## src/rtl/irq_ml_pkg.sv

```systemverilog
package irq_ml_pkg;

  localparam int SRC_W = 12;

  localparam int A_MASK     = 0;
  localparam int A_MASK_SET = 1;
  localparam int A_MASK_CLR = 2;
  localparam int A_LAT      = 3;
  localparam int A_LAT_CLR  = 4;

  // positions that hold a real source
  function automatic logic [SRC_W-1:0] live_bits();
    logic [SRC_W-1:0] m;
    for (int i = 0; i < SRC_W; i++) begin
      m[i] = (i != 0) && (i != 3);
    end
    return m;
  endfunction

  function automatic logic [SRC_W-1:0] or_in(input logic [SRC_W-1:0] cur,
                                              input logic [SRC_W-1:0] w);
    return cur | w;
  endfunction

  function automatic logic [SRC_W-1:0] knock_out(input logic [SRC_W-1:0] cur,
                                                  input logic [SRC_W-1:0] w);
    return cur & ~w;
  endfunction

  function automatic logic any_pending(input logic [SRC_W-1:0] lat,
                                       input logic [SRC_W-1:0] msk);
    return |(lat & msk);
  endfunction

  typedef struct packed {
    logic mask_load;
    logic mask_set;
    logic mask_clr;
    logic lat_load;
    logic lat_clr;
  } wr_strobes_t;

endpackage

```

## src/rtl/irq_ml_decode.sv

```systemverilog
module irq_ml_decode
  import irq_ml_pkg::*;
#(
  parameter int ADDR_W = 3
) (
  input  logic              wr_en_i,
  input  logic [ADDR_W-1:0] addr_i,
  output wr_strobes_t       stb_o
);

  always_comb begin
    stb_o = '0;
    if (wr_en_i) begin
      stb_o.mask_load = (addr_i == ADDR_W'(A_MASK));
      stb_o.mask_set  = (addr_i == ADDR_W'(A_MASK_SET));
      stb_o.mask_clr  = (addr_i == ADDR_W'(A_MASK_CLR));
      stb_o.lat_load  = (addr_i == ADDR_W'(A_LAT));
      stb_o.lat_clr   = (addr_i == ADDR_W'(A_LAT_CLR));
    end
  end

endmodule

```

## src/rtl/irq_ml_mask.sv

```systemverilog
module irq_ml_mask
  import irq_ml_pkg::*;
(
  input  logic             clk_i,
  input  logic             rst_ni,
  input  logic             load_i,
  input  logic             set_i,
  input  logic             clr_i,
  input  logic [SRC_W-1:0] wbits_i,
  output logic [SRC_W-1:0] mask_o
);

  localparam logic [SRC_W-1:0] LIVE = live_bits();

  logic [SRC_W-1:0] mask_q;
  logic [SRC_W-1:0] mask_d;

  always_comb begin
    mask_d = mask_q;
    if (load_i)     mask_d = wbits_i;
    else if (set_i) mask_d = or_in(mask_q, wbits_i);
    else if (clr_i) mask_d = knock_out(mask_q, wbits_i);
    mask_d = mask_d & LIVE;
  end

  always_ff @(posedge clk_i or negedge rst_ni) begin
    if (!rst_ni) mask_q <= '0;
    else         mask_q <= mask_d;
  end

  assign mask_o = mask_q;

endmodule

```

## src/rtl/irq_ml_latch.sv

```systemverilog
module irq_ml_latch
  import irq_ml_pkg::*;
(
  input  logic             clk_i,
  input  logic             rst_ni,
  input  logic             load_i,
  input  logic             clr_i,
  input  logic [SRC_W-1:0] wbits_i,
  input  logic [SRC_W-1:0] evt_i,
  output logic [SRC_W-1:0] lat_o
);

  localparam logic [SRC_W-1:0] LIVE = live_bits();

  for (genvar g = 0; g < SRC_W; g++) begin : g_bit
    if (LIVE[g]) begin : g_live
      logic bit_q;
      logic bit_d;
      always_comb begin
        bit_d = bit_q;
        if (load_i)     bit_d = wbits_i[g];
        else if (clr_i) bit_d = bit_q & ~wbits_i[g];
        bit_d = bit_d | evt_i[g];   // event has priority
      end
      always_ff @(posedge clk_i or negedge rst_ni) begin
        if (!rst_ni) bit_q <= 1'b0;
        else         bit_q <= bit_d;
      end
      assign lat_o[g] = bit_q;
    end else begin : g_rsvd
      assign lat_o[g] = 1'b0;
    end
  end

endmodule

```

## src/rtl/irq_ml_readback.sv

```systemverilog
module irq_ml_readback
  import irq_ml_pkg::*;
#(
  parameter int ADDR_W = 3,
  parameter int DATA_W = 32
) (
  input  logic              clk_i,
  input  logic              rst_ni,
  input  logic              rd_en_i,
  input  logic [ADDR_W-1:0] addr_i,
  input  logic [SRC_W-1:0]  mask_i,
  input  logic [SRC_W-1:0]  lat_i,
  output logic [DATA_W-1:0] rdata_o
);

  logic [SRC_W-1:0]  sel_bits;
  logic [DATA_W-1:0] rdata_q;

  always_comb begin
    sel_bits = '0;
    if (addr_i == ADDR_W'(A_MASK) || addr_i == ADDR_W'(A_MASK_SET) ||
        addr_i == ADDR_W'(A_MASK_CLR))
      sel_bits = mask_i;
    else if (addr_i == ADDR_W'(A_LAT) || addr_i == ADDR_W'(A_LAT_CLR))
      sel_bits = lat_i;
  end

  always_ff @(posedge clk_i or negedge rst_ni) begin
    if (!rst_ni)      rdata_q <= '0;
    else if (rd_en_i) rdata_q <= {{(DATA_W-SRC_W){1'b0}}, sel_bits};
  end

  assign rdata_o = rdata_q;

endmodule

```

## src/rtl/irq_mask_latch_unit.sv

```systemverilog
module irq_mask_latch_unit
  import irq_ml_pkg::*;
#(
  parameter int ADDR_W = 3,
  parameter int DATA_W = 32
) (
  input  logic              clk_i,
  input  logic              rst_ni,
  input  logic              wr_en_i,
  input  logic              rd_en_i,
  input  logic [ADDR_W-1:0] addr_i,
  input  logic [DATA_W-1:0] wdata_i,
  output logic [DATA_W-1:0] rdata_o,
  input  logic [SRC_W-1:0]  evt_i,
  output logic              irq_o
);

  localparam logic [SRC_W-1:0] LIVE = live_bits();

  wr_strobes_t      stb;
  logic [SRC_W-1:0] wr_bits;
  logic [SRC_W-1:0] evt_live;
  logic [SRC_W-1:0] mask_q;
  logic [SRC_W-1:0] lat_q;

  assign wr_bits  = wdata_i[SRC_W-1:0] & LIVE;
  assign evt_live = evt_i & LIVE;

  irq_ml_decode #(.ADDR_W(ADDR_W)) u_dec (
    .wr_en_i (wr_en_i),
    .addr_i  (addr_i),
    .stb_o   (stb)
  );

  irq_ml_mask u_mask (
    .clk_i   (clk_i),
    .rst_ni  (rst_ni),
    .load_i  (stb.mask_load),
    .set_i   (stb.mask_set),
    .clr_i   (stb.mask_clr),
    .wbits_i (wr_bits),
    .mask_o  (mask_q)
  );

  irq_ml_latch u_lat (
    .clk_i   (clk_i),
    .rst_ni  (rst_ni),
    .load_i  (stb.lat_load),
    .clr_i   (stb.lat_clr),
    .wbits_i (wr_bits),
    .evt_i   (evt_live),
    .lat_o   (lat_q)
  );

  irq_ml_readback #(.ADDR_W(ADDR_W), .DATA_W(DATA_W)) u_rd (
    .clk_i   (clk_i),
    .rst_ni  (rst_ni),
    .rd_en_i (rd_en_i),
    .addr_i  (addr_i),
    .mask_i  (mask_q),
    .lat_i   (lat_q),
    .rdata_o (rdata_o)
  );

  assign irq_o = any_pending(lat_q, mask_q);

endmodule

```

## config.mk

```make
export PLATFORM = sky130hd
export DESIGN_NAME = irq_mask_latch_unit
export DESIGN_NICKNAME = d
export VERILOG_FILES = /design/src/rtl/irq_ml_pkg.sv /design/src/rtl/irq_ml_decode.sv /design/src/rtl/irq_ml_mask.sv /design/src/rtl/irq_ml_latch.sv /design/src/rtl/irq_ml_readback.sv /design/src/rtl/irq_mask_latch_unit.sv
export SDC_FILE = /design/constraint.sdc
export NUM_CORES = 1
export LEC_CHECK = 0
export ABC_CLOCK_PERIOD_IN_PS = 2300
export CAP_MARGIN = 0
export CORE_AREA = 2 2 63 65
export CTS_CLUSTER_DIAMETER = 120
export DETAILED_ROUTE_END_ITERATION = 10
export DIE_AREA = 0 0 65 67
export DONT_BUFFER_PORTS = 1
export PLACE_DENSITY_LB_ADDON = 0.05
export SLEW_MARGIN = 20
export SYNTH_ARGS = -nofsm -noshare
export SYNTH_HDL_FRONTEND = slang
export SYNTH_SLANG_ARGS = --single-unit
```

## constraint.sdc

```tcl
create_clock -name clk_i -period 2.3 [get_ports clk_i]
set_input_delay 0.345 -clock clk_i [delete_from_list [all_inputs] [get_ports clk_i]]
set_output_delay 0.345 -clock clk_i [all_outputs]
set_load 0.01 [all_outputs]
```

-- Yosys cells after proc, flatten, opt, wreduce, memory -nomap -nowiden
Index checks and enable logic that the tools add are counted.
- register bits: 32
- input port bits: 51
- eq/ne operators: 4
- muxes and demuxes: 26
- bitwise operators: 34
- reduce and logical (&&, ||, !) cells: 6
- operator list (cell ; number):
    $mux 12 ; 5
    $and 12x12->12 ; 2
    $mux 1 ; 20
    $not 12->12 ; 1
    $or 12x12->12 ; 1
    $reduce_or 12->1 ; 1
    $and 1x1->1 ; 10
    $not 1->1 ; 10
    $or 1x1->1 ; 10
    $eq 3x2->1 const B ; 2
    $mux 5 ; 1
    $eq 3x1->1 const B ; 1
    $eq 3x3->1 const B ; 1
    $logic_not 3->1 ; 1
    $logic_or 1x1->1 ; 3
    $reduce_bool 3->1 ; 1

-- Depth between registers and ports, before layout
Gate-level depths: netlist of run 1.
- depth after elaboration: 5
- depth in mapped cells: 5

-- Modules after synthesis
Synthesis of run 1 repeated with hierarchy kept, for this count alone.
- cell total of the unflattened synthesis: 222
- area, all modules: 2240.9 µm²
- by module, submodules not included (module ; instances ; cells each ; area each (µm²)):
    irq_ml_readback ; 1 ; 116 ; 1094.8
    irq_ml_latch ; 1 ; 56 ; 569.3
    irq_ml_mask ; 1 ; 37 ; 432.9
    irq_mask_latch_unit ; 1 ; 8 ; 80.1
    irq_ml_decode ; 1 ; 5 ; 63.8

-- Worst setup path before layout of run 1
OpenSTA, ideal clock, no wires.
- path kind: input-to-reg
- start: in addr_i[1]
- end: reg u_lat.g_bit[10].g_live.bit_q
- data arrival time: 1.260 ns
- slack: 0.916 ns
- stages on the path: 5
- path through: clkbuf_2 and4bb_2 buf_2 a211oi_1 a211o_1
- cells in the longest elaborated chain, start to end: 5
- elaborated cells on any way between the ends: 6
- those cells by class: eq/ne: 2; mux: 3; bitwise: 1
- ends and longest elaborated chain (element ; line ; text):
    from (decl) ; irq_mask_latch_unit.sv:11 ; input logic [ADDR_W-1:0] addr_i,
    $eq 3x3->1 ; irq_ml_decode.sv:18 ; stb_o.lat_clr = (addr_i == ADDR_W'(A_LAT_CLR));
    $mux 5 (*) ; irq_ml_decode.sv:13 ; if (wr_en_i) begin
    $mux 1 ; irq_ml_latch.sv:22 ; else if (clr_i) bit_d = bit_q & ~wbits_i[g];
    $mux 1 (*) ; irq_ml_latch.sv:21 ; if (load_i) bit_d = wbits_i[g];
    $or 1x1->1 (*) ; irq_ml_latch.sv:23 ; bit_d = bit_d | evt_i[g];
    named net u_lat.g_bit[10].g_live.bit_d ; irq_ml_latch.sv:18 ; logic bit_d;
    to (signal assigned) ; irq_ml_latch.sv:27 ; else bit_q <= bit_d;
    to (decl) ; irq_ml_latch.sv:17 ; logic bit_q;
The timed path passes the listed nets; every way through them passes the cells marked *.
A chain may end at the register's enable or synchronous reset.

==> results of run 1 <==
## power by group through the flow
stage	logic (mW)	clock network [mW]	registers, mW
after global routing	0.192	0.416	0.670
after floorplan	0.166	0	0.653
after global placement	0.152	0	0.668
final	0.170	0.388	0.659
after CTS	0.173	0.400	0.660
after detailed placement	0.155	0	0.669
## worst max-delay path: stages, from the launching register on
cell and delay [ps]:
dfrtp_1 400, a22o_1 250, a221oi_1 260, nand4_1 230
## path summary, 6_finish.rpt
kind / to / depth (start not counted)
max in group asynchronous: u_rd.rdata_o[10]$_DFFE_PN0P_ / 2
max: irq_o / 3
min reg2reg: flip-flop / 1
min: u_lat.g_bit[2].g_live.bit_q$_DFF_PN0_ / 1
max reg2reg: u_rd.rdata_o[9]$_DFFE_PN0P_ / 2
min in group asynchronous: u_rd.rdata_o[2]$_DFFE_PN0P_ / 2
## cell usage in the layout (no fill, tap or decap), types with 2 or more instances in the layout
cell | Yosys | layout
a211o_1 | 10 | 10
dfrtp_1 | 30 | 30
a211oi_1 | 10 | 10
clkbuf_1 | 2 | 2
conb_1 | 1 | 22
a22oi_1 | 3 | 3
nor3b_2 | 2 | 2
a221o_1 | 10 | 10
a22o_1 | 11 | 11
inv_1 | 12 | 12
nor2b_1 | 10 | 10
o21ai_0 | 10 | 10
clkbuf_8 | 0 | 5
## per-layer routing
layer	GRT usage, %	wire length [um]
met1	20.5	1480
met2	28.6	1600
met3	4.90	312
met4	9.57	44
met5	0	0
## area by class of cell
class	instances	area share, %
Inverter	12	2.73
Sequential cell	30	45.5
Tap cell	48	3.64
Multi-Input combinational cell	96	41.7
Clock buffer	7	4.62
Timing Repair Buffer	2	1.82
## kinds of logic after synthesis
family,after synthesis
compound gates,57
buf+inv,39
flops,30
simple gates,17
other cells,1
## metrics by stage
stage                     std cells  util (%)
after floorplan                 165         -
after global placement          186      42.8
after detailed placement        186      42.8
after CTS                       195      45.8
after global routing            195      45.8
final                           195      45.8
## repair_timing
item / in CTS / in global routing
endpoints found under the setup margin: 0 / 0
gates resized for setup: 0 / 0
buffers inserted: 0 / 0
endpoints found under the hold margin: 30 / 0
hold buffers: 2 / 0
==> results_dict.tcl, run 1 <==
set metrics [dict create \
    status "finished, final reports clean" \
    end_kind "primary output" \
    area.sequential_um2 751 \
    portBuffers 0 \
    synthArstFlopShare_pct 100 \
    finalCriticalPeriod_ps 1760 \
    drcViolationCount 0 \
    first_pass_iters 4 \
    fin_setup_tns_ps 0 \
    r2r_setup_slack_ps 1360 \
    synth.avg_cell_area_um2 11.1 \
    ant_nets 0 \
    finalSetupViolCount 0 \
    ys_top_cells_by_area "dfrtp_1, buf_4, a221o_1" \
    p_seq_share_pct 54.1 \
    die_y_um 67 \
    power_mw 1.22 \
    drtIter0Drc 74 \
    timing.rr.start "u_rd.rdata_o[9]$_DFFE_PN0P_" \
    synthAdderAreaFrac_pct 0 \
    yosysTopAreaCell "dfrtp_1" \
    fillCellCount 346 \
    power_density_nw_per_um2 738 \
    finClkSkew_ps 4.05 \
    routedWlPerCell_um 17.6 \
    yosysWarnings 0 \
    dp_slack_ps 826 \
    start_util_pct 44.2 \
    die_w_um 65 \
    power.internal_mw 0.892 \
    crit_fanout 3 \
    hpwl_um 2310 \
    tritoncts "done" \
    io_pins 84 \
    clk_latency_ps 280 \
    antenna_found_initial 0 \
    synth_commonest_cells "dfrtp_1, buf_4, inv_1" \
    p_leak_nw 0.748 \
    holdWs_ps 163 \
    synth_top_area_share_pct 47.1 \
    core_um2 3610 \
    grt_pass1_vias 1133 \
    synth-xor-area-share_pct 0 \
    clock_power_share_pct 31.9 \
    synth_compound_area_share_pct 29.5 \
    wl_um 3440 \
    dieArea_um2 4360 \
    min_period_over_period_pct 76.3 \
    grt_usage_pct 17.4 \
    cap_violations 0 \
    rsz0062_at_grt "no" \
    critical_path_class "reg2out" \
    final-max-slew-violation-count 0 \
    syn_inst 144 \
    grt_first_pass_wirelength_um 5510 \
    switching_power_mw 0.326 \
    timing.final.ws_setup_ps 544 \
    synth-edff-count 0 \
    placed_area_um2 1540 \
    stdcell_area_um2 1650 \
    synth_cell_type_count 23 \
    viasPerCell 5.65 \
    sw_frac_of_total_pct 26.8 \
    drive_gt1_share_pct 8.84 \
    area_growth_pct 3.61 \
    vias 1102 \
    synth-seq-cells 30 \
    clock-sinks 30 \
    worst_pin_slew_ps 822 \
    hp-start "evt_i[2]" \
    synth_top_family_by_area "compound AO/OA/AOI/OAI gates" \
    syn_area_um2 1590 \
    hold_viol_final 0 \
    worstPathArrival_ps 1410 \
    ctsHtreeMaxLevel 2 \
    slew_headroom_pct 45.1 \
    peakVddDrop_mv 0.251 \
    overflow 0 \
    hold_path.class "in2reg" \
    worstPathRequired_ps 1960 \
    combPwrFrac_pct 14.0 \
    cts.clk_slew.worst_paths_ps 60 \
    cts_buffers 5 \
    startpoint_type "flip-flop" \
    gp_congestion 0.755 \
    cts_max_path_buffers 2 \
    synth_mux_area_share_pct 0 \
    synth_ff_type "dfrtp_1" \
    num_rows 22 \
    grt_max_degree 31 \
    multi_input_area_um2 688 \
    ys_seq_area_share_pct 47.1 \
    cts_root_buf "clkbuf_8" \
    nNetsFinal 198 \
    max_freq_mhz 569 \
    antenna_cells 0 \
    yosysMostFrequentCell "dfrtp_1" \
    synth-simple-area-share_pct 8.56 \
]
Power figures use the tool's default switching activity.
==> inputs of run 2 (changes only) <==
--- a/config.mk
+++ b/config.mk
@@ -5,7 +5,7 @@
 export SDC_FILE = /design/constraint.sdc
 export NUM_CORES = 1
 export LEC_CHECK = 0
-export ABC_CLOCK_PERIOD_IN_PS = 2300
+export ABC_CLOCK_PERIOD_IN_PS = 1780
 export CAP_MARGIN = 0
 export CORE_AREA = 2 2 63 65
 export CTS_CLUSTER_DIAMETER = 120
==> constraint.sdc (replaced) <==
create_clock -name clk_i -period 1.78 [get_ports clk_i]
set_input_delay 0.267 -clock clk_i [delete_from_list [all_inputs] [get_ports clk_i]]
set_output_delay 0.267 -clock clk_i [all_outputs]
set_load 0.01 [all_outputs]
==> results_dict.tcl, run 2 (synthesis gave the netlist of run 1 again) <==
set metrics [dict create \
    status "finished, final reports clean" \
    grt_first_pass_wirelength_um 5660 \
    stdcell_area_um2 1690 \
    worstPathRequired_ps 1510 \
    finalCriticalPeriod_ps 1610 \
    hold_path.class "in2reg" \
    peakVddDrop_mv 0.336 \
    nNetsFinal 201 \
    cap_violations 0 \
    drtIter0Drc 69 \
    final-max-slew-violation-count 0 \
    vias 1115 \
    startpoint_type "flip-flop" \
    mostFrequentLayoutCell "dfrtp_1" \
    cts_buffers 5 \
    placed_area_um2 1570 \
    gp_congestion 0.753 \
    antenna_cells 0 \
    grt_pass1_vias 1115 \
    die_w_um 65 \
    critical_path_class "reg2out" \
    power_density_nw_per_um2 973 \
    finalSetupViolCount 0 \
    drcViolationCount 0 \
    portBuffers 0 \
    tritoncts "done" \
    rsz0062_at_grt "no" \
    num_rows 22 \
    core_um2 3610 \
    crit_fanout 3 \
    io_pins 84 \
    postCtsSetupBuffers 0 \
    max_freq_mhz 623 \
    finClkSkew_ps 1.22 \
    fillCellCount 347 \
    ant_nets 0 \
    grt_usage_pct 17.9 \
    hpwl_um 2310 \
    clock-sinks 30 \
    viasPerCell 5.60 \
    fin_setup_tns_ps 0 \
    min_period_over_period_pct 90.2 \
    power_mw 1.65 \
    cts.clk_slew.worst_paths_ps 70 \
    p_leak_nw 0.775 \
    mostFrequentLayoutCells "dfrtp_1, conb_1, inv_1" \
    ctsHtreeMaxLevel 2 \
    die_y_um 67 \
    hold_viol_final 0 \
    cts_root_buf "clkbuf_8" \
    drive_gt1_share_pct 12.6 \
    routedWlPerCell_um 17.7 \
    antenna_found_initial 0 \
    end_kind "primary output" \
    first_pass_iters 4 \
    start_util_pct 44.2 \
    cts_max_path_buffers 2 \
    worstPathArrival_ps 1340 \
    wl_um 3510 \
    overflow 0 \
    dieArea_um2 4360 \
    area_growth_pct 6.36 \
    grt_max_degree 31 \
    clk_latency_ps 280 \
]
-- run 2: changes by cell type in the layout (fill, tap and decap cells not counted) --
| cell | change |
|---|---|
| buf_4 | +3 |
| clkbuf_8 | +1 |
| a221oi_2 | +1 |
| clkinv_2 | +1 |
| clkbuf_1 | -1 |
| a221oi_1 | -1 |
-- run 2: final timing paths --
path / slack, ps / startpoint / cells after the start / to
min: 80 / evt_i[4] / 1 / u_lat.g_bit[4].g_live.bit_q$_DFF_PN0_
min reg2reg: 530 / flip-flop / 1 / flip-flop
min in group asynchronous: 440 / rst_ni / 2 / u_lat.g_bit[6].g_live.bit_q$_DFF_PN0_
max: 170 / flip-flop / 3 / irq_o
max in group asynchronous: 1180 / rst_ni / 2 / u_lat.g_bit[7].g_live.bit_q$_DFF_PN0_
max reg2reg: 850 / u_rd.rdata_o[9]$_DFFE_PN0P_ / 2 / u_rd.rdata_o[9]$_DFFE_PN0P_
-- run 2: cell type report --
| type | count | area (um^2) | area share (%) |
|---|---|---|---|
| sequential | 30 | 751 | 44.3 |
| inverter | 12 | 45.0 | 2.66 |
| tap | 48 | 60.1 | 3.55 |
| clock inverter | 1 | 5.00 | 0.295 |
| timing repair buffer | 5 | 52.6 | 3.10 |
| clock buffer | 7 | 86.3 | 5.10 |
| multi-input combinational | 96 | 694 | 41.0 |
-- run 2: power by group --
group | switching, mW | internal [mW] | total, mW
combinational | 0.108 | 0.120 | 0.227
clock | 0.256 | 0.311 | 0.567
sequential | 0.0851 | 0.769 | 0.854
-- run 2: through the flow --
| stage | instances | utilization (%) | setup WS, ps | hold WS (ps) |
|---|---|---|---|---|
| 3_3_place_gp | 189 | 43.4 | 379 | -28.0 |
| 5_1_grt | 199 | 47.0 | 90.0 | 70.3 |
| 6_report | 199 | 47.0 | 174 | 82.1 |
| 2_1_floorplan | 165 | - | 474 | -28.6 |
| 4_1_cts | 199 | 46.8 | 41.2 | 74.8 |
| 3_5_place_dp | 189 | 43.4 | 350 | -27.9 |
-- run 2: critical path, cell delays in order (launching register included) --
cell	delay [ps]
dfrtp_1	400
a22o_1	260
a221oi_2	200
nand4_1	210
-- run 2: timing repair --
| action | in CTS | in global routing |
|---|---|---|
| setup endpoints to repair | 0 | 1 |
| resized for setup | 0 | 1 |
| hold buffers | 2 | 0 |
| endpoints found under the hold margin | 30 | 0 |
-- run 2: routing by layer --
metal | vias to the layer above | routed length, um | track usage, %
li1 | 512 | - | -
met1 | 538 | 1590 | 22.4
met2 | 57 | 1610 | 27.4
met3 | 8 | 222 | 5.24
met4 | 0 | 83 | 9.84
met5 | - | 0 | 0
